`src/rtl/cae_pkg.sv`:
```
package cae_pkg;

  typedef enum logic [3:0] {
    OP_AND = 4'd0,  OP_XOR = 4'd1,  OP_SUB = 4'd2,  OP_RSB = 4'd3,
    OP_ADD = 4'd4,  OP_ADC = 4'd5,  OP_SBC = 4'd6,  OP_RSC = 4'd7,
    OP_TAND = 4'd8, OP_TXOR = 4'd9, OP_CSUB = 4'd10, OP_CADD = 4'd11,
    OP_OR  = 4'd12, OP_MOV = 4'd13, OP_ANDN = 4'd14, OP_NOT = 4'd15
  } alu_op_e;

  typedef struct packed {
    logic n;
    logic z;
    logic c;
    logic v;
  } nzcv_t;

  localparam int FLAG_W = 4;

  // true when the operation goes through the adder
  function automatic logic op_is_arith(input logic [3:0] op);
    return (op[3:2] == 2'b01) || (op[3:1] == 3'b001) || (op[3:1] == 3'b101);
  endfunction

  // true for the flag-only operations
  function automatic logic op_is_test(input logic [3:0] op);
    return op[3:2] == 2'b10;
  endfunction

endpackage

```
`src/rtl/cae_cond_eval.sv`:
```
module cae_cond_eval
  import cae_pkg::*;
(
  input  nzcv_t      flags,
  input  logic [3:0] cond,
  output logic       pass
);

  logic base;

  // even selector picks the base test, odd selector negates it
  always_comb begin
    unique case (cond[3:1])
      3'd0: base = flags.z;
      3'd1: base = flags.c;
      3'd2: base = flags.n;
      3'd3: base = flags.v;
      3'd4: base = flags.c & ~flags.z;
      3'd5: base = (flags.n == flags.v);
      3'd6: base = ~flags.z & (flags.n == flags.v);
      default: base = 1'b1;
    endcase
    pass = base ^ cond[0];
  end

endmodule

```
`src/rtl/cae_adder_sel.sv`:
```
module cae_adder_sel #(
  parameter int W = 32
) (
  input  logic [3:0]   op,
  input  logic [W-1:0] a,
  input  logic [W-1:0] b,
  input  logic         c_in,
  output logic [W-1:0] x,
  output logic [W-1:0] y,
  output logic         cin
);

  // subtraction is x + ~y + 1; with carry it is x + ~y + C
  always_comb begin
    x   = a;
    y   = b;
    cin = 1'b0;
    unique case (op)
      4'd2, 4'd10: begin x = a; y = ~b; cin = 1'b1; end
      4'd3:        begin x = b; y = ~a; cin = 1'b1; end
      4'd4, 4'd11: begin x = a; y = b;  cin = 1'b0; end
      4'd5:        begin x = a; y = b;  cin = c_in; end
      4'd6:        begin x = a; y = ~b; cin = c_in; end
      4'd7:        begin x = b; y = ~a; cin = c_in; end
      default:     begin x = a; y = b;  cin = 1'b0; end
    endcase
  end

endmodule

```
`src/rtl/cae_alu_core.sv`:
```
module cae_alu_core
  import cae_pkg::*;
#(
  parameter int W = 32
) (
  input  logic [3:0]   op,
  input  logic [W-1:0] a,
  input  logic [W-1:0] b,
  input  logic         shc,
  input  nzcv_t        old_flags,
  output logic [W-1:0] result,
  output nzcv_t        new_flags
);

  localparam int MSB = W - 1;

  logic [W-1:0] add_x, add_y;
  logic         add_cin;
  logic [W:0]   add_sum;
  logic [W-1:0] logic_res;
  logic         arith;

  cae_adder_sel #(.W(W)) u_sel (
    .op   (op),
    .a    (a),
    .b    (b),
    .c_in (old_flags.c),
    .x    (add_x),
    .y    (add_y),
    .cin  (add_cin)
  );

  assign add_sum = {1'b0, add_x} + {1'b0, add_y} + {{W{1'b0}}, add_cin};
  assign arith   = op_is_arith(op);

  always_comb begin
    unique case (op)
      4'd0, 4'd8:  logic_res = a & b;
      4'd1, 4'd9:  logic_res = a ^ b;
      4'd12:       logic_res = a | b;
      4'd13:       logic_res = b;
      4'd14:       logic_res = a & ~b;
      4'd15:       logic_res = ~b;
      default:     logic_res = a & b;
    endcase
  end

  always_comb begin
    result      = arith ? add_sum[W-1:0] : logic_res;
    new_flags.n = result[MSB];
    new_flags.z = (result == '0);
    if (arith) begin
      new_flags.c = add_sum[W];
      new_flags.v = (add_x[MSB] == add_y[MSB]) && (add_sum[MSB] != add_x[MSB]);
    end else begin
      new_flags.c = shc;
      new_flags.v = old_flags.v;
    end
  end

endmodule

```
`src/rtl/cond_alu_exec.sv`:
```
module cond_alu_exec
  import cae_pkg::*;
#(
  parameter int W = 32
) (
  input  logic         clk,
  input  logic         rst,
  input  logic         in_valid,
  input  logic [3:0]   cond_code,
  input  logic [3:0]   alu_op,
  input  logic         set_flags,
  input  logic [W-1:0] op_rn,
  input  logic [W-1:0] op_shift,
  input  logic         shift_cout,
  output logic [W-1:0] res_out,
  output logic         res_we,
  output logic         executed,
  output logic [3:0]   flags_out
);

  nzcv_t        flags_q;
  nzcv_t        flags_d;
  logic [W-1:0] alu_res;
  logic         cond_ok;
  logic         go;

  cae_cond_eval u_cond (
    .flags (flags_q),
    .cond  (cond_code),
    .pass  (cond_ok)
  );

  cae_alu_core #(.W(W)) u_alu (
    .op        (alu_op),
    .a         (op_rn),
    .b         (op_shift),
    .shc       (shift_cout),
    .old_flags (flags_q),
    .result    (alu_res),
    .new_flags (flags_d)
  );

  assign go = in_valid & cond_ok;

  always_ff @(posedge clk) begin
    if (rst) begin
      flags_q  <= '0;
      res_out  <= '0;
      res_we   <= 1'b0;
      executed <= 1'b0;
    end else begin
      executed <= go;
      res_we   <= go & ~op_is_test(alu_op);
      if (go & ~op_is_test(alu_op)) res_out <= alu_res;
      if (go & set_flags)           flags_q <= flags_d;
    end
  end

  assign flags_out = flags_q;

endmodule

```
`config.mk`:
```
export PLATFORM = sky130hd
export DESIGN_NAME = cond_alu_exec
export DESIGN_NICKNAME = d
export VERILOG_FILES = /design/src/rtl/cae_pkg.sv /design/src/rtl/cae_cond_eval.sv /design/src/rtl/cae_adder_sel.sv /design/src/rtl/cae_alu_core.sv /design/src/rtl/cond_alu_exec.sv
export SDC_FILE = /design/constraint.sdc
export NUM_CORES = 1
export LEC_CHECK = 0
export BUFFER_PORTS_ARGS = -buffer_cell sky130_fd_sc_hd__buf_2
export CAP_MARGIN = 30
export CORE_ASPECT_RATIO = 1.75
export CORE_MARGIN = 10
export CORE_UTILIZATION = 49
export DETAILED_ROUTE_END_ITERATION = 10
export PLACE_DENSITY_LB_ADDON = 0.3
export SLEW_MARGIN = 20
export SYNTH_ARGS = -nofsm -noshare
export SYNTH_HDL_FRONTEND = slang
export SYNTH_SLANG_ARGS = --single-unit
```
`constraint.sdc`:
```
create_clock -name clk -period 18.3 [get_ports clk]
set_clock_uncertainty 0.2 [all_clocks]
set_input_delay 0.915 -clock clk [delete_from_list [all_inputs] [get_ports clk]]
set_output_delay 0.915 -clock clk [all_outputs]
set_load 0.02 [all_outputs]
```
==> out/metrics.yaml <==
crit_path_end_kind: "register"
grt_pass1_vias: 7683
cap_violations: 0
cp_max_fo: 96
grt_max_degree: 97
hold_viol_final: 0
setup_violations: 0
critical_path.max_stage_delay_ns: 0.59
holdBufCountCts: 0
peakVddDrop_uv: 66.7
dieArea_sq_mm: 0.0186
grt-ovfl-total: 0
crit_top_cell: "or4_1"
synth-xor-area-share_pct: 6.16
clock_latency_ns: 0.28
synth_ff_type: "dfxtp_1"
io_buffer_count: 114
grtUsageTotal_pct: 25.3
netlist.area_leader.share_pct: 12.0
hold_path_class: "reg -> reg"
synth_cells: 1036
routed_wl_um: 24200
synth_compound_area_share_pct: 34.5
yosysTopAreaCell: "ha_1"
htreeDepth: 2
wl_per_cell_um: 19.0
synthAdderAreaFrac_pct: 12.7
setup_slack_ns: 11.27
synth_cell_types: 69
vias_per_cell: 6.21
ctsResizeCount: 0
combinationalPowerShare_pct: 56.6
p_sw_mw: 0.216
p_int_mw: 0.270
grt_setup_unrepaired: "no"
place.detailed.hpwl_um: 18300
final_nets: 1242
synth_edf_count: 0
max_freq_mhz: 142
antenna_found_initial: 0
drt_drc_violations_left: 0
syn_avg_cell_area_sq_um: 6.32
powerDensity_mw_per_mm2: 66.1
outcome: "complete, no violations"
timing.final.crit_share_pct: 38.4
seqPwrFrac_pct: 19.5
die_w_um: 107
dp_slack_ns: 11.11
synth-simple-area-share_pct: 25.2
synth_top_family_by_area: "compound AO/OA/AOI/OAI gates"
core_region_area_sq_mm: 0.0130
area.growth.synth_to_final_pct: 12.5
yosys_warnings: 0
first_pass_iters: 5
maxSlewHeadroom_pct: 35.3
drive_gt1_share_pct: 13.6
synth-seq-cells: 38
finalWorstPathRequiredPeriod_ns: 7.03
setup.worst_path.class: "in -> reg"
place_congestion: 1.01
die_h_um: 173
crit_chain: "buf_2 > buf_4 > inv_2 > or3_2 > buf_4 > nor2_1 > a211oi_1 > fa_1 > inv_1 > fa_1 > a211oi_1 > o21ai_1 > xnor2_1 > o221ai_1 > or4_1 > or4_1 > or4_1 > or4_1 > or4_1 > o21ai_1"
tritoncts: "yes"
required_ns: 18.32
startpoint_type: "input pin"
synth.area.top_cells: "ha_1 (12%), dfxtp_1 (12%), o21ai_0 (11%), nand2_1 (7.7%), a21oi_1 (6.5%)"
async_reset_ff_share_pct: 0
postCtsSetupBuffers: 0
num_vias: 7894
grt_pass1_wl_um: 38700
clkSlewWorstSetupHoldPaths_ns: 0.06
max-clock-path-buffers: 2
synth_mux_area_share_pct: 1.38
synth_common_cells: "o21ai_0 (143), nand2_1 (134), nor2_1 (93)"
switching_share_pct: 44.5
postRouteAntennaNets: 0
cp_slowest_cell: "buf_4"
synth_most_common_cell: "o21ai_0"
stdcell_count: 1272
cts_made_buffers: 5
whs_ns: 0.257
initial_core_util_pct: 50.3
arrival_ns: 7.05
setup_tns_ns: 0
leakage_nw: 3.24
drv_slew: 0
place_inst: 1264
ys_seq_area_share_pct: 11.6
synthesis.area_sq_mm: 0.00654
pin_count: 115
pwr-share-clk_pct: 23.9
diodes: 0
clock-root-buffer: "clkbuf_16"
drtIter0Drc: 483
cts_sinks: 38
syn_nets: 1178
rows: 55
worstMarginPinSlew_ns: 0.965
power groups by stage:
stage,clock network (mW),registers (mW),logic (mW)
after floorplan,0,0.106,0.177
after global placement,0,0.0964,0.267
after detailed placement,0,0.0967,0.269
after CTS,0.116,0.0950,0.271
after global routing,0.122,0.0960,0.302
final,0.116,0.0949,0.275
flip-flops by register name, summed over array words and instances, names as in the netlist:
name and cells:
res_out 32, flags_out 4, res_we 1, executed 1
layer usage:
layer / routed length (um) / vias to the layer above / track usage [%]
met2: 12600 / 316 / 46.9
li1: - / 3875 / -
met1: 8520 / 3594 / 24.9
met5: 0 / - / 0
met3: 1280 / 109 / 3.16
met4: 1860 / 0 / 16.9
layout by cell type (no fill, tap or decap), drive strengths merged, types with 11 or more instances in the layout:
cell type / count
ha: 63
o22ai: 23
buf: 127
nand4: 12
nand2: 136
xor2: 11
dfxtp: 38
o211ai: 14
a21oi: 85
nor3: 46
nor2: 94
xnor2: 35
o31ai: 13
o21ai: 146
a211oi: 22
inv: 72
nand3: 20
cells by family after synthesis:
family | count (synthesis)
compound gates | 375
simple gates | 361
mux | 9
buf+inv | 142
flops | 38
fa+ha+maj | 65
xor+xnor | 46
stage by stage:
| stage | instance area (sq um) | total power [mW] | utilization [%] |
|---|---|---|---|
| final | 7360 | 0.486 | 56.6 |
| after global routing | 7360 | 0.520 | 56.6 |
| after CTS | 7360 | 0.482 | 56.6 |
| after detailed placement | 7160 | 0.366 | 55.1 |
| after global placement | 7160 | 0.364 | 55.1 |
| after floorplan | 6540 | 0.283 | - |
worst max-delay path: cells and delay by family:
kind            cells  cell delay [ns]
compound gates      5             1.03
buf+inv             5             1.49
simple gates        7             2.57
fa+ha+maj           2             0.68
xor+xnor            1             0.24
layout make-up:
cell class,instances,area (sq um)
multi-input combinational,856,5250
timing repair buffer,127,668
clock buffer,6,139
inverter,72,270
fill,1356,5650
sequential,38,761
clock inverter,2,60.1
tap,171,214
path summary, 6_finish.rpt:
check,start,end,slack [ns],cells after the start
setup / recovery,alu_op[0],flags_out[2],11.27,20
hold / removal,res_out[29],res_out[29],0.26,2
setup reg to reg,flags_out[1],flags_out[2],13.51,16
hold reg to reg,res_out[29],res_out[29],0.26,2
(Power assumes the default switching activity.)
